[src/rtl/rsq_pkg.sv]
package rsq_pkg;

  typedef enum logic [2:0] {
    ST_IDLE    = 3'd0,
    ST_SCL_LO  = 3'd1,
    ST_SDA_REL = 3'd2,
    ST_SCL_UP  = 3'd3,
    ST_BOTH_HI = 3'd4,
    ST_SDA_LO  = 3'd5
  } rs_state_t;

  // Start condition: data falls between two samples while clock stays high
  function automatic logic is_start(input logic sda_prev, input logic sda_now,
                                    input logic scl_prev, input logic scl_now);
    return sda_prev & ~sda_now & scl_prev & scl_now;
  endfunction

  // Timed phases are the ones where the baud counter runs
  function automatic logic is_timed(input rs_state_t s);
    return (s == ST_SDA_REL) || (s == ST_BOTH_HI) || (s == ST_SDA_LO);
  endfunction

endpackage

[src/rtl/rsq_sync.sv]
module rsq_sync #(
  parameter int W = 2
) (
  input  logic         clk,
  input  logic         rst_n,
  input  logic [W-1:0] d,
  output logic [W-1:0] q
);
  for (genvar i = 0; i < W; i++) begin : g_bit
    logic s1, s2;
    always_ff @(posedge clk or negedge rst_n) begin
      if (!rst_n) begin
        s1 <= 1'b1;
        s2 <= 1'b1;
      end else begin
        s1 <= d[i];
        s2 <= s1;
      end
    end
    assign q[i] = s2;
  end
endmodule

[src/rtl/rsq_brg.sv]
module rsq_brg #(
  parameter int CW = 7
) (
  input  logic          clk,
  input  logic          rst_n,
  input  logic          load,
  input  logic          run,
  input  logic [CW-1:0] reload,
  output logic          expired
);
  logic [CW-1:0] cnt;

  always_ff @(posedge clk or negedge rst_n) begin
    if (!rst_n)                 cnt <= '0;
    else if (load)              cnt <= reload;
    else if (run && cnt != '0)  cnt <= cnt - 1'b1;
  end

  assign expired = run && (cnt == '0);
endmodule

[src/rtl/rsq_fsm.sv]
module rsq_fsm
  import rsq_pkg::*;
(
  input  logic      clk,
  input  logic      rst_n,
  input  logic      go,
  input  logic      sda_s,
  input  logic      scl_s,
  input  logic      expired,
  output rs_state_t state,
  output logic      brg_load,
  output logic      brg_run,
  output logic      sda_drv,
  output logic      scl_drv,
  output logic      done_pulse,
  output logic      coll_pulse
);
  rs_state_t nxt;
  logic      sda_nxt, scl_nxt;

  always_comb begin
    nxt        = state;
    sda_nxt    = sda_drv;
    scl_nxt    = scl_drv;
    brg_load   = 1'b0;
    done_pulse = 1'b0;
    coll_pulse = 1'b0;
    unique case (state)
      ST_IDLE: if (go) begin
        nxt     = ST_SCL_LO;
        scl_nxt = 1'b1;
      end
      ST_SCL_LO: if (!scl_s) begin
        nxt      = ST_SDA_REL;
        sda_nxt  = 1'b0;
        brg_load = 1'b1;
      end
      ST_SDA_REL: if (expired && sda_s) begin
        nxt     = ST_SCL_UP;
        scl_nxt = 1'b0;
      end
      ST_SCL_UP: if (scl_s) begin
        if (!sda_s) coll_pulse = 1'b1;
        else begin
          nxt      = ST_BOTH_HI;
          brg_load = 1'b1;
        end
      end
      ST_BOTH_HI: begin
        if (!scl_s) coll_pulse = 1'b1;
        else if (expired) begin
          nxt      = ST_SDA_LO;
          sda_nxt  = 1'b1;
          brg_load = 1'b1;
        end
      end
      ST_SDA_LO: if (expired) begin
        nxt        = ST_IDLE;
        done_pulse = 1'b1;
      end
      default: nxt = ST_IDLE;
    endcase
    if (coll_pulse) begin
      nxt     = ST_IDLE;
      sda_nxt = 1'b0;
      scl_nxt = 1'b0;
    end
  end

  assign brg_run = is_timed(state);

  always_ff @(posedge clk or negedge rst_n) begin
    if (!rst_n) begin
      state   <= ST_IDLE;
      sda_drv <= 1'b0;
      scl_drv <= 1'b0;
    end else begin
      state   <= nxt;
      sda_drv <= sda_nxt;
      scl_drv <= scl_nxt;
    end
  end
endmodule

[src/rtl/rsq_top.sv]
module rsq_top
  import rsq_pkg::*;
#(
  parameter int BRG_W = 7,
  parameter int BUF_W = 8,
  parameter int CMD_W = 5
) (
  input  logic             clk,
  input  logic             rst_n,
  input  logic             rs_req,
  input  logic             other_busy,
  input  logic             cmd_wr,
  input  logic [CMD_W-1:0] cmd_wdata,
  input  logic             buf_wr,
  input  logic [BUF_W-1:0] buf_wdata,
  input  logic             flag_clr,
  input  logic [BRG_W-1:0] brg_reload,
  input  logic             sda_in,
  input  logic             scl_in,
  output logic             sda_oe,
  output logic             scl_oe,
  output logic             busy,
  output logic             start_seen,
  output logic             done_irq,
  output logic             wcol,
  output logic             bcol,
  output logic [BUF_W-1:0] tx_byte,
  output logic [CMD_W-1:0] cmd_bits
);
  logic [1:0] pins_s;
  logic       sda_s, scl_s, sda_p, scl_p;
  logic       accept, start_ev, expired, brg_load, brg_run;
  logic       done_pulse, coll_pulse;
  rs_state_t  state;

  rsq_sync #(.W(2)) u_sync (
    .clk(clk), .rst_n(rst_n), .d({sda_in, scl_in}), .q(pins_s)
  );
  assign sda_s = pins_s[1];
  assign scl_s = pins_s[0];

  always_ff @(posedge clk or negedge rst_n) begin
    if (!rst_n) begin
      sda_p <= 1'b1;
      scl_p <= 1'b1;
    end else begin
      sda_p <= sda_s;
      scl_p <= scl_s;
    end
  end

  assign start_ev = is_start(sda_p, sda_s, scl_p, scl_s);
  assign busy     = (state != ST_IDLE);
  assign accept   = rs_req && !busy && !other_busy;

  rsq_brg #(.CW(BRG_W)) u_brg (
    .clk(clk), .rst_n(rst_n), .load(brg_load), .run(brg_run),
    .reload(brg_reload), .expired(expired)
  );

  rsq_fsm u_fsm (
    .clk(clk), .rst_n(rst_n), .go(accept), .sda_s(sda_s), .scl_s(scl_s),
    .expired(expired), .state(state), .brg_load(brg_load), .brg_run(brg_run),
    .sda_drv(sda_oe), .scl_drv(scl_oe), .done_pulse(done_pulse),
    .coll_pulse(coll_pulse)
  );

  always_ff @(posedge clk or negedge rst_n) begin
    if (!rst_n) begin
      start_seen <= 1'b0;
      done_irq   <= 1'b0;
      wcol       <= 1'b0;
      bcol       <= 1'b0;
      tx_byte    <= '0;
      cmd_bits   <= '0;
    end else begin
      if (start_ev)        start_seen <= 1'b1;
      else if (flag_clr)   start_seen <= 1'b0;
      if (done_pulse)      done_irq <= 1'b1;
      else if (flag_clr)   done_irq <= 1'b0;
      if (coll_pulse)      bcol <= 1'b1;
      else if (flag_clr)   bcol <= 1'b0;
      if (buf_wr && busy)  wcol <= 1'b1;
      else if (flag_clr)   wcol <= 1'b0;
      if (buf_wr && !busy) tx_byte <= buf_wdata;
      if (cmd_wr && !busy) cmd_bits <= cmd_wdata;
    end
  end
endmodule

[config.mk]
export PLATFORM = sky130hd
export DESIGN_NAME = rsq_top
export DESIGN_NICKNAME = d
export VERILOG_FILES = /design/src/rtl/rsq_pkg.sv /design/src/rtl/rsq_sync.sv /design/src/rtl/rsq_brg.sv /design/src/rtl/rsq_fsm.sv /design/src/rtl/rsq_top.sv
export SDC_FILE = /design/constraint.sdc
export NUM_CORES = 1
export LEC_CHECK = 0
export ABC_AREA = 1
export CAP_MARGIN = 15
export CORE_ASPECT_RATIO = 1.75
export CORE_MARGIN = 2
export CORE_UTILIZATION = 45
export CTS_CLUSTER_DIAMETER = 150
export DETAILED_ROUTE_END_ITERATION = 10
export PLACE_DENSITY = 0.73
export SLEW_MARGIN = 20
export SYNTH_ARGS = -nofsm -noshare
export SYNTH_HDL_FRONTEND = slang
export SYNTH_HIERARCHICAL = 1
export SYNTH_SLANG_ARGS = --single-unit
export TNS_END_PERCENT = 30
[constraint.sdc]
create_clock -name clk -period 3.59 [get_ports clk]
set_clock_uncertainty 0.15 [all_clocks]
set_input_delay 0.718 -clock clk [delete_from_list [all_inputs] [get_ports clk]]
set_output_delay 0.718 -clock clk [all_outputs]
set_load 0.05 [all_outputs]
==> impl_metrics.tcl, run 1 <==
set metrics [dict create \
    postLayoutCoreUtil 0.610 \
    p_leak_nw 1.17 \
    met3_wirelength_um 226 \
    design.core.area_mm2 0.00411 \
    num-nets-final 301 \
    route.final.wire_length_um 4190 \
    critPathArrivalTime_ps 2900 \
    outcome "completed" \
    whs_ps 206 \
    yosys.cell_types.count 32 \
    min_from "u_sync/g_bit[0].s1" \
    synth_top_flop_cell "sky130_fd_sc_hd__dfrtp_1" \
    drive_gt1_frac 0.177 \
    syn-instance-count 220 \
    grt_start_max_net_pins 36 \
    fin_crit_sh 0.803 \
    clk-insertion-delay-late_ps 280 \
    cts_htree_levels 2 \
    cts.sink_count 35 \
    timing.critical_path.required_ps 3610 \
    post_synth_instance_area_mm2 0.00190 \
    synth_commonest_cells "sky130_fd_sc_hd__nand2_1 (60), sky130_fd_sc_hd__dfrtp_1 (29), sky130_fd_sc_hd__inv_1 (21)" \
    timing.setup.tns_ps 0 \
    power-per-cell-area_mw_per_mm2 1020 \
    power_frac_comb 0.597 \
    pin_count 49 \
    hp_class "reg2reg" \
    netlist.top_cell.by_area "sky130_fd_sc_hd__dfrtp_1" \
    worst_case_headroom_to_the_max_slew_limit 0.658 \
    worst_slew_pin_slew_ps 511 \
    hold_bufs_at_cts 0 \
    dr.pass1.iters 4 \
    via_count 1630 \
    postSynthNetCount 251 \
    synth-seq-area-share 0.465 \
    count_of_state_elements_after_synthesis 35 \
    dpl.hpwl_um 3300 \
    synthMostInstantiatedCell "sky130_fd_sc_hd__nand2_1" \
    power.share.clock 0.135 \
    post_drt_via_cell_ratio 5.09 \
    ys_warn_count 6 \
    number_of_global_route_vias_before_repair 1653 \
    avgSynthCellArea_um2 8.64 \
    antenna_violating_nets_post_route 0 \
    antenna_found_initial 0 \
    maxCapViolCount 0 \
    max_freq_ghz 0.347 \
    synth_top_cell_area_share 0.382 \
    critical_path_peak_fanout 12 \
    floorplan.die.height_um 90.0 \
    drcViolationCount 0 \
    post-cts-setup-buffer-count 0 \
    critical_path_class "reg2reg" \
    global_route.overflow_total 0 \
    area_delta_synth_final_pct 31.9 \
    crit_path_end_kind "flop" \
    die-width_um 53.1 \
    m1WireLength_um 1590 \
    hold_path_depth 0 \
    top_signal_layer_used "met4" \
    clock_tree.buffer_depth 2 \
    cts.repair.resized 0 \
    wire_per_inst_um 13.1 \
    synth-edff-count 0 \
    final-max-slew-violation-count 0 \
    wire_length_of_the_first_global_routing_pass_um 7250 \
    internal_power_mw 1.27 \
    antenna_cells_inserted 0 \
    worst_setup_hold_path_clk_slew_ps 70 \
    yosys-top-cells-area "sky130_fd_sc_hd__dfrtp_1 (38%), sky130_fd_sc_hd__nand2_1 (12%), sky130_fd_sc_hd__dfstp_2 (8.3%)" \
    die_area_mm2 0.00478 \
    setup_violations 0 \
    ctsRootBufferMaster "sky130_fd_sc_hd__clkbuf_8" \
    max-vdd-ir-drop_uv 586 \
    port_buffers 48 \
    wl_met2_um 2260 \
    p_sw_frac 0.503 \
    net-switching-power_mw 1.28 \
    row_count 31 \
    timing_hold_violations_final 0 \
    timing.critical_path.from "u_fsm/state[2]" \
    detailedRoute.firstIterationViolations 31 \
    cts_tree "built" \
    routabilityCongestion 0.818 \
    startpoint_type "flop" \
    final.min_clock_period_ps 2880 \
    worstRegToRegCells 15 \
    crit-reg2reg-launch "u_fsm/state[2]" \
    global_route.usage.total 0.200 \
    cts_made_buffers 5 \
    rsz_0062_raised_after_global_routing "false" \
    floorplan.initialDensity 0.462 \
    async_reset_ff_frac 1.00 \
    fraction_of_power_consumed_by_sequential_logic 0.268 \
]
-- layer usage --
layer,up-vias,global-route usage
met2,48,0.367
met1,758,0.203
met4,0,0.0833
met5,-,0
li1,816,-
met3,8,0.0449
-- power by group through the flow --
| stage | clock network (mW) | registers (mW) | logic (mW) |
|---|---|---|---|
| floorplan | 0 | 0.967 | 0.908 |
| global placement | 0 | 0.682 | 1.51 |
| detailed placement | 0 | 0.689 | 1.53 |
| CTS | 0.357 | 0.682 | 1.54 |
| global route | 0.376 | 0.706 | 1.70 |
| finish | 0.343 | 0.683 | 1.52 |
-- registers in the layout, indices dropped and copies added, names as in the netlist --
signal	flops
u_fsm/sda_drv	1
u_brg/cnt	7
u_fsm/scl_drv	1
u_sync/g_bit.s1	2
bcol	1
wcol	1
cmd_bits	5
start_seen	1
sda_p	1
u_fsm/state	3
done_irq	1
scl_p	1
tx_byte	8
u_sync/g_bit.s2	2
-- area by class of cell --
class                      instances  area (µm²)
multi-input combinational        154         862
tap                               49        61.3
inverter                          25        98.8
sequential                        35         883
clock buffer                       5        68.8
clock inverter                     3        43.8
timing repair buffer              49         488
fill                             385        1610
-- through the flow --
step           std cells  instance area, µm²  worst slack, ps  power [mW]
2_1_floorplan        220                1900             1010        1.88
3_3_place_gp         312                2390              801        2.20
3_5_place_dp         312                2390              726        2.22
4_1_cts              320                2510              696        2.58
5_1_grt              320                2510              401        2.78
6_report             320                2510              708        2.55
-- critical path: stages (launching register included) --
cell,delay (ps)
sky130_fd_sc_hd__dfrtp_1,440
sky130_fd_sc_hd__inv_1,140
sky130_fd_sc_hd__nor3_1,390
sky130_fd_sc_hd__inv_1,110
sky130_fd_sc_hd__nand2_1,130
sky130_fd_sc_hd__inv_1,50
sky130_fd_sc_hd__nor2_1,260
sky130_fd_sc_hd__nand2_1,140
sky130_fd_sc_hd__nand3_4,130
sky130_fd_sc_hd__nand4_2,110
sky130_fd_sc_hd__nand2_1,270
sky130_fd_sc_hd__inv_6,80
sky130_fd_sc_hd__nand2_4,180
sky130_fd_sc_hd__inv_1,80
sky130_fd_sc_hd__nand2_1,80
sky130_fd_sc_hd__nand2_2,50
-- final timing paths --
path	to	slack, ps
min reg2reg	u_sync/g_bit[0].s2	210
max in group asynchronous	u_sync/g_bit[1].s2	2270
min	u_sync/g_bit[0].s2	210
min in group asynchronous	tx_byte[2]	680
max	u_brg/cnt[6]	710
max reg2reg	u_brg/cnt[6]	710
-- layout by cell type (no fill, tap or decap), types with 2 or more instances in the layout --
cell type / count
sky130_fd_sc_hd__o21bai_1: 2
sky130_fd_sc_hd__nand2_1: 60
sky130_fd_sc_hd__nand3_1: 16
sky130_fd_sc_hd__o21ai_2: 4
sky130_fd_sc_hd__nand4_1: 19
sky130_fd_sc_hd__ha_1: 2
sky130_fd_sc_hd__nand3_2: 5
sky130_fd_sc_hd__a21oi_1: 3
sky130_fd_sc_hd__nor2_2: 2
sky130_fd_sc_hd__dfrtp_1: 29
sky130_fd_sc_hd__nor2_4: 4
sky130_fd_sc_hd__nand2_2: 8
sky130_fd_sc_hd__inv_2: 3
sky130_fd_sc_hd__clkbuf_8: 5
sky130_fd_sc_hd__nor2_1: 12
sky130_fd_sc_hd__clkdlybuf4s50_1: 48
sky130_fd_sc_hd__nand2_4: 2
sky130_fd_sc_hd__inv_1: 21
sky130_fd_sc_hd__dfstp_2: 6
sky130_fd_sc_hd__o21ai_0: 5
sky130_fd_sc_hd__or2_1: 2
-- cells by family after synthesis --
| logic type | count (synthesis) | share of synthesized area |
|---|---|---|
| fa+ha+maj | 2 | 0.0132 |
| compound gates | 18 | 0.0691 |
| xor+xnor | 1 | 0.00461 |
| simple gates | 133 | 0.367 |
| flops | 35 | 0.465 |
| buf+inv | 31 | 0.0816 |
(Power assumes the default switching activity.)
==> run 2: changes to the inputs <==
==> constraint.sdc (replaced) <==
create_clock -name clk -period 2.88 [get_ports clk]
set_clock_uncertainty 0.15 [all_clocks]
set_input_delay 0.576 -clock clk [delete_from_list [all_inputs] [get_ports clk]]
set_output_delay 0.576 -clock clk [all_outputs]
set_load 0.05 [all_outputs]
==> run 2 against run 1 <==
Against the previous run:
- sequential cell count unchanged
- non-clock buffer count up 6
- sequential share of layout area shrank 0.30 points
- via count is 2.3% higher
- setup slack lost 490 ps
- power grew 23%
- cell count rose by 1.9%
- count of clock-buffer cells in the layout unchanged
- first-iteration DRC count did not move
- clock power up 1%
- hold slack improved by 4.7 ps
- sequential power up 22%
- critical path type is now reg2out
- critical endpoint is now busy
==> impl_metrics.tcl, run 2 (synthesis gave the netlist of run 1 again) <==
set metrics [dict create \
    detailedRoute.firstIterationViolations 31 \
    route.final.wire_length_um 4150 \
    internal_power_mw 1.53 \
    cts_made_buffers 5 \
    post_drt_via_cell_ratio 5.11 \
    floorplan.initialDensity 0.462 \
    antenna_found_initial 0 \
    final_total_power_mw 3.14 \
    port_buffers 48 \
    dp_worst_setup_slack_ps 253 \
    antenna_cells_inserted 0 \
    maxCapViolCount 0 \
    worst_slew_pin_slew_ps 511 \
    via_count 1667 \
    registers.top_by_ff_count "tx_byte" \
    fraction_of_power_consumed_by_sequential_logic 0.266 \
    crit_chain "buf_4 -> nor2_4 -> nand2_1 -> clkdlybuf4s50_1" \
    pin_count 49 \
    p_sw_frac 0.513 \
    grt_start_max_net_pins 36 \
    layoutNonFillerInstCount 326 \
    design.core.area_mm2 0.00411 \
    critical_path_class "reg2out" \
    num-nets-final 307 \
    cts_tree "built" \
    post-cts-setup-buffer-count 0 \
    post-route-cell-area_mm2 0.00253 \
    hp_class "reg2reg" \
    max-vdd-ir-drop_uv 921 \
    setup_violations 0 \
    clk-insertion-delay-late_ps 280 \
    critPathBufInv 2 \
    largest_register_ff_count 8 \
    timing.critical_path.required_ps 2150 \
    clock_tree.buffer_depth 2 \
    hold_bufs_at_cts 0 \
    crit_family "buffers and inverters" \
    ctsRootBufferMaster "sky130_fd_sc_hd__clkbuf_8" \
    global_route.usage.total 0.193 \
    outcome "completed" \
    die-width_um 53.1 \
    slack_of_the_critical_path_ps 221 \
    final.min_clock_period_ps 2660 \
    mostFrequentLayoutCells "sky130_fd_sc_hd__nand2_1 (60), sky130_fd_sc_hd__clkdlybuf4s50_1 (48), sky130_fd_sc_hd__dfrtp_1 (29)" \
    drive_gt1_frac 0.195 \
    worst_setup_hold_path_clk_slew_ps 70 \
    cts.repair.resized 0 \
    filler_cell_count 369 \
    critical_path_peak_fanout 9 \
    max_freq_ghz 0.376 \
    whs_ps 211 \
    wire_per_inst_um 12.7 \
    area_delta_synth_final_pct 33.0 \
    critPathArrivalTime_ps 1930 \
    critical-path-slowest-cell "sky130_fd_sc_hd__clkdlybuf4s50_1" \
    drcViolationCount 0 \
    fin_crit_sh 0.923 \
    row_count 31 \
    postLayoutCoreUtil 0.615 \
    number_of_global_route_vias_before_repair 1657 \
    power.share.clock 0.111 \
    net-switching-power_mw 1.61 \
    dr.pass1.iters 4 \
    global_route.overflow_total 0 \
    timing.setup.tns_ps 0 \
    dpl.hpwl_um 3240 \
    crit_path_end_kind "output pin" \
    floorplan.die.height_um 90.0 \
    routabilityCongestion 0.825 \
    placedInstanceArea_mm2 0.00244 \
    cts.sink_count 35 \
    timing_hold_violations_final 0 \
    power-per-cell-area_mw_per_mm2 1240 \
    final-max-slew-violation-count 0 \
    power_frac_comb 0.623 \
    die_area_mm2 0.00478 \
    worst_case_headroom_to_the_max_slew_limit 0.658 \
    place_inst 318 \
    p_leak_nw 1.18 \
    startpoint_type "flop" \
    cts_htree_levels 2 \
    wire_length_of_the_first_global_routing_pass_um 6960 \
    cpPeakStageDelay_ps 720 \
    registers_with_the_most_flip_flops "tx_byte: 8 flops, u_brg/cnt: 7 flops, cmd_bits: 5 flops" \
    rsz_0062_raised_after_global_routing "false" \
    antenna_violating_nets_post_route 0 \
    layout_commonest_cell "sky130_fd_sc_hd__nand2_1" \
]
## run 2: cell types whose count changed in the layout (fill, tap and decap cells not counted)
cell	delta
sky130_fd_sc_hd__bufinv_16	-1
sky130_fd_sc_hd__clkinv_4	-1
sky130_fd_sc_hd__buf_4	+6
sky130_fd_sc_hd__clkinvlp_4	+2
## run 2: metal layers
layer	global-route usage	wire, µm	vias up
met5	0	0	-
met4	0.103	123	0
met3	0.0382	262	12
met2	0.353	2280	54
met1	0.191	1490	773
li1	-	-	828
## run 2: power by group through the flow
stage	Clock [mW]	Sequential (mW)	Combinational, mW
floorplan	0	1.21	1.13
CTS	0.360	0.832	1.97
global placement	0	0.837	1.94
finish	0.347	0.834	1.95
detailed placement	0	0.841	1.96
global route	0.384	0.856	2.17
## run 2: area by class of cell
cell class / count / area (µm²) / share of cell area
flip-flops and latches: 35 / 883 / 0.350
clock inverters: 3 / 20.0 / 0.00792
well taps: 49 / 61.3 / 0.0243
inverters: 25 / 98.8 / 0.0391
clock buffers: 5 / 68.8 / 0.0272
multi-input cells: 154 / 862 / 0.341
repair buffers: 55 / 533 / 0.211
## run 2: final timing paths
kind | start | cells past startpoint | slack [ps] | to
worst max register to register | u_fsm/state[2] | 17 | 280 | u_brg/cnt[6]
min in group asynchronous | rst_n | 2 | 540 | tx_byte[4]
worst max-delay path | u_fsm/state[1] | 4 | 220 | busy
max in group asynchronous | rst_n | 2 | 1690 | u_sync/g_bit[0].s2
worst min-delay path | u_sync/g_bit[1].s1 | 0 | 210 | u_sync/g_bit[1].s2
worst min register to register | u_sync/g_bit[1].s1 | 0 | 210 | u_sync/g_bit[1].s2
## run 2: worst register-to-register path, cell delays in order (launching register included)
cell	delay, ps
sky130_fd_sc_hd__dfrtp_1	430
sky130_fd_sc_hd__inv_1	160
sky130_fd_sc_hd__nand3_1	180
sky130_fd_sc_hd__nand2_1	100
sky130_fd_sc_hd__inv_1	60
sky130_fd_sc_hd__nand2_1	110
sky130_fd_sc_hd__inv_1	50
sky130_fd_sc_hd__nor2_1	130
sky130_fd_sc_hd__buf_4	140
sky130_fd_sc_hd__nor2_4	40
sky130_fd_sc_hd__o21ai_4	80
sky130_fd_sc_hd__nand4_2	110
sky130_fd_sc_hd__nand2_1	280
sky130_fd_sc_hd__inv_6	80
sky130_fd_sc_hd__nand2_4	180
sky130_fd_sc_hd__inv_1	80
sky130_fd_sc_hd__nand2_1	70
sky130_fd_sc_hd__nand2_2	50
==> run 3: changes to the inputs <==
--- a/config.mk
+++ b/config.mk
@@ -7,7 +7,7 @@
 export LEC_CHECK = 0
 export ABC_AREA = 1
 export CAP_MARGIN = 15
-export CORE_ASPECT_RATIO = 1.75
+export CORE_ASPECT_RATIO = 0.9
 export CORE_MARGIN = 2
 export CORE_UTILIZATION = 45
 export CTS_CLUSTER_DIAMETER = 150
==> run 3 against run 2 <==
Against the previous run:
- via count shrank 2.8%
- die area shrank 0.40%
- fmax grew 1.8%
- combinational power is essentially flat
- sequential cell count is the same
- core utilization grew 0.075 points
- power shrank 0.37%
- clock power grew 1%
- critical path depth grew 11
- cell count shrank 1.2%
- global-route usage shrank 0.99 points
==> impl_metrics.tcl, run 3 (synthesis gave the netlist of run 1 again) <==
set metrics [dict create \
    outcome "completed" \
    place_inst 314 \
    ctsRootBufferMaster "sky130_fd_sc_hd__clkbuf_8" \
    pin_count 49 \
    whs_ps 208 \
    drive_gt1_frac 0.193 \
    setup_violations 0 \
    via_count 1621 \
    seq_area_um2 885 \
    final-max-slew-violation-count 0 \
    timing_hold_violations_final 0 \
    critical_path_class "reg2reg" \
    mostFrequentLayoutCells "sky130_fd_sc_hd__nand2_1 (60), sky130_fd_sc_hd__clkdlybuf4s50_1 (48), sky130_fd_sc_hd__dfrtp_1 (28)" \
    critPathArrivalTime_ps 2650 \
    placedInstanceArea_mm2 0.00241 \
    cts_htree_levels 2 \
    timing.critical_path.required_ps 2910 \
    worst_case_headroom_to_the_max_slew_limit 0.653 \
    multi_input_area_um2 865 \
    drcViolationCount 0 \
    area_delta_synth_final_pct 31.9 \
    cts_tree "built" \
    wire_length_of_the_first_global_routing_pass_um 6690 \
    worst_slew_pin_slew_ps 519 \
    wire_per_inst_um 12.6 \
    die_area_mm2 0.00476 \
    crit_family "simple AND/OR/NAND/NOR gates" \
    timing.setup.tns_ps 0 \
    detailedRoute.firstIterationViolations 72 \
    dp_worst_setup_slack_ps 187 \
    cts.sink_count 35 \
    power-per-cell-area_mw_per_mm2 1250 \
    dpl.hpwl_um 3020 \
    hold_bufs_at_cts 0 \
    filler_cell_count 369 \
    layout_commonest_cell "sky130_fd_sc_hd__nand2_1" \
    crit_path_end_kind "flop" \
    critical_path_peak_fanout 12 \
    critical-path-slowest-cell "sky130_fd_sc_hd__dfrtp_1" \
    cts_made_buffers 5 \
    largest_register_ff_count 8 \
    hp_class "reg2reg" \
    number_of_global_route_vias_before_repair 1473 \
    cts.repair.resized 0 \
    cpPeakStageDelay_ps 440 \
    p_leak_nw 1.17 \
    maxCapViolCount 0 \
    crit_chain "inv_1 -> nor3_1 -> inv_1 -> nand2_1 -> inv_1 -> nor2_2 -> nand2_1 -> nand3_4 -> nand4_2 -> nand2_1 -> inv_6 -> nand2_4 -> inv_1 -> nand2_1 -> nand2_2" \
    post_drt_via_cell_ratio 5.03 \
    antenna_cells_inserted 0 \
    rsz_0062_raised_after_global_routing "false" \
    post-cts-setup-buffer-count 0 \
    registers_with_the_most_flip_flops "tx_byte: 8 flops, u_brg/cnt: 7 flops, cmd_bits: 5 flops" \
    row_count 22 \
    final.min_clock_period_ps 2610 \
    registers.top_by_ff_count "tx_byte" \
    clk-insertion-delay-late_ps 290 \
    dr.pass1.iters 5 \
    final_total_power_mw 3.12 \
    global_route.usage.total 0.184 \
    global_route.overflow_total 0 \
    floorplan.initialDensity 0.467 \
    die-width_um 72.5 \
    post-route-cell-area_mm2 0.00251 \
    max_freq_ghz 0.383 \
    layoutNonFillerInstCount 322 \
    num-nets-final 304 \
    antenna_found_initial 0 \
    critPathBufInv 5 \
    grt_start_max_net_pins 36 \
    postLayoutCoreUtil 0.615 \
    routabilityCongestion 0.843 \
    startpoint_type "flop" \
    worst_setup_hold_path_clk_slew_ps 80 \
    port_buffers 48 \
    design.core.area_mm2 0.00407 \
    antenna_violating_nets_post_route 0 \
    max-vdd-ir-drop_uv 533 \
    slack_of_the_critical_path_ps 268 \
    fin_crit_sh 0.907 \
    clock_tree.buffer_depth 2 \
    floorplan.die.height_um 65.7 \
    route.final.wire_length_um 4040 \
]
-- run 3: report_power, final --
group	leakage [nW]	switching, mW	internal, mW
logic	0.700	1.26	0.660
clock network	0.0402	0.184	0.168
registers	0.426	0.163	0.687
-- run 3: layout make-up --
type,count,share of cell area
Sequential cell,35,0.353
Multi-Input combinational cell,154,0.345
Timing Repair Buffer,52,0.204
Inverter,25,0.0394
Tap cell,48,0.0240
Clock buffer,5,0.0274
Clock inverter,3,0.00798
-- run 3: path summary, 6_finish.rpt --
| check | startpoint | endpoint | slack, ps | cells after the start |
|---|---|---|---|---|
| max | u_fsm/state[2] | u_brg/cnt[6] | 270 | 15 |
| min | u_sync/g_bit[0].s1 | u_sync/g_bit[0].s2 | 210 | 0 |
| max reg2reg | u_fsm/state[2] | u_brg/cnt[6] | 270 | 15 |
| min reg2reg | u_sync/g_bit[0].s1 | u_sync/g_bit[0].s2 | 210 | 0 |
| max in group asynchronous | rst_n | u_sync/g_bit[1].s2 | 1680 | 2 |
| min in group asynchronous | rst_n | cmd_bits[2] | 550 | 2 |
-- run 3: routing by layer --
layer	share of wire	GRT usage
met1	0.47	0.234
met2	0.46	0.290
met3	0.051	0.0552
met4	0.015	0.0764
met5	0	0
-- run 3: worst register-to-register path: cells and delay by family, from the launching register on --
| kind | cells | cell delay [ps] |
|---|---|---|
| simple gates | 10 | 1490 |
| buf+inv | 5 | 440 |
| flops | 1 | 440 |
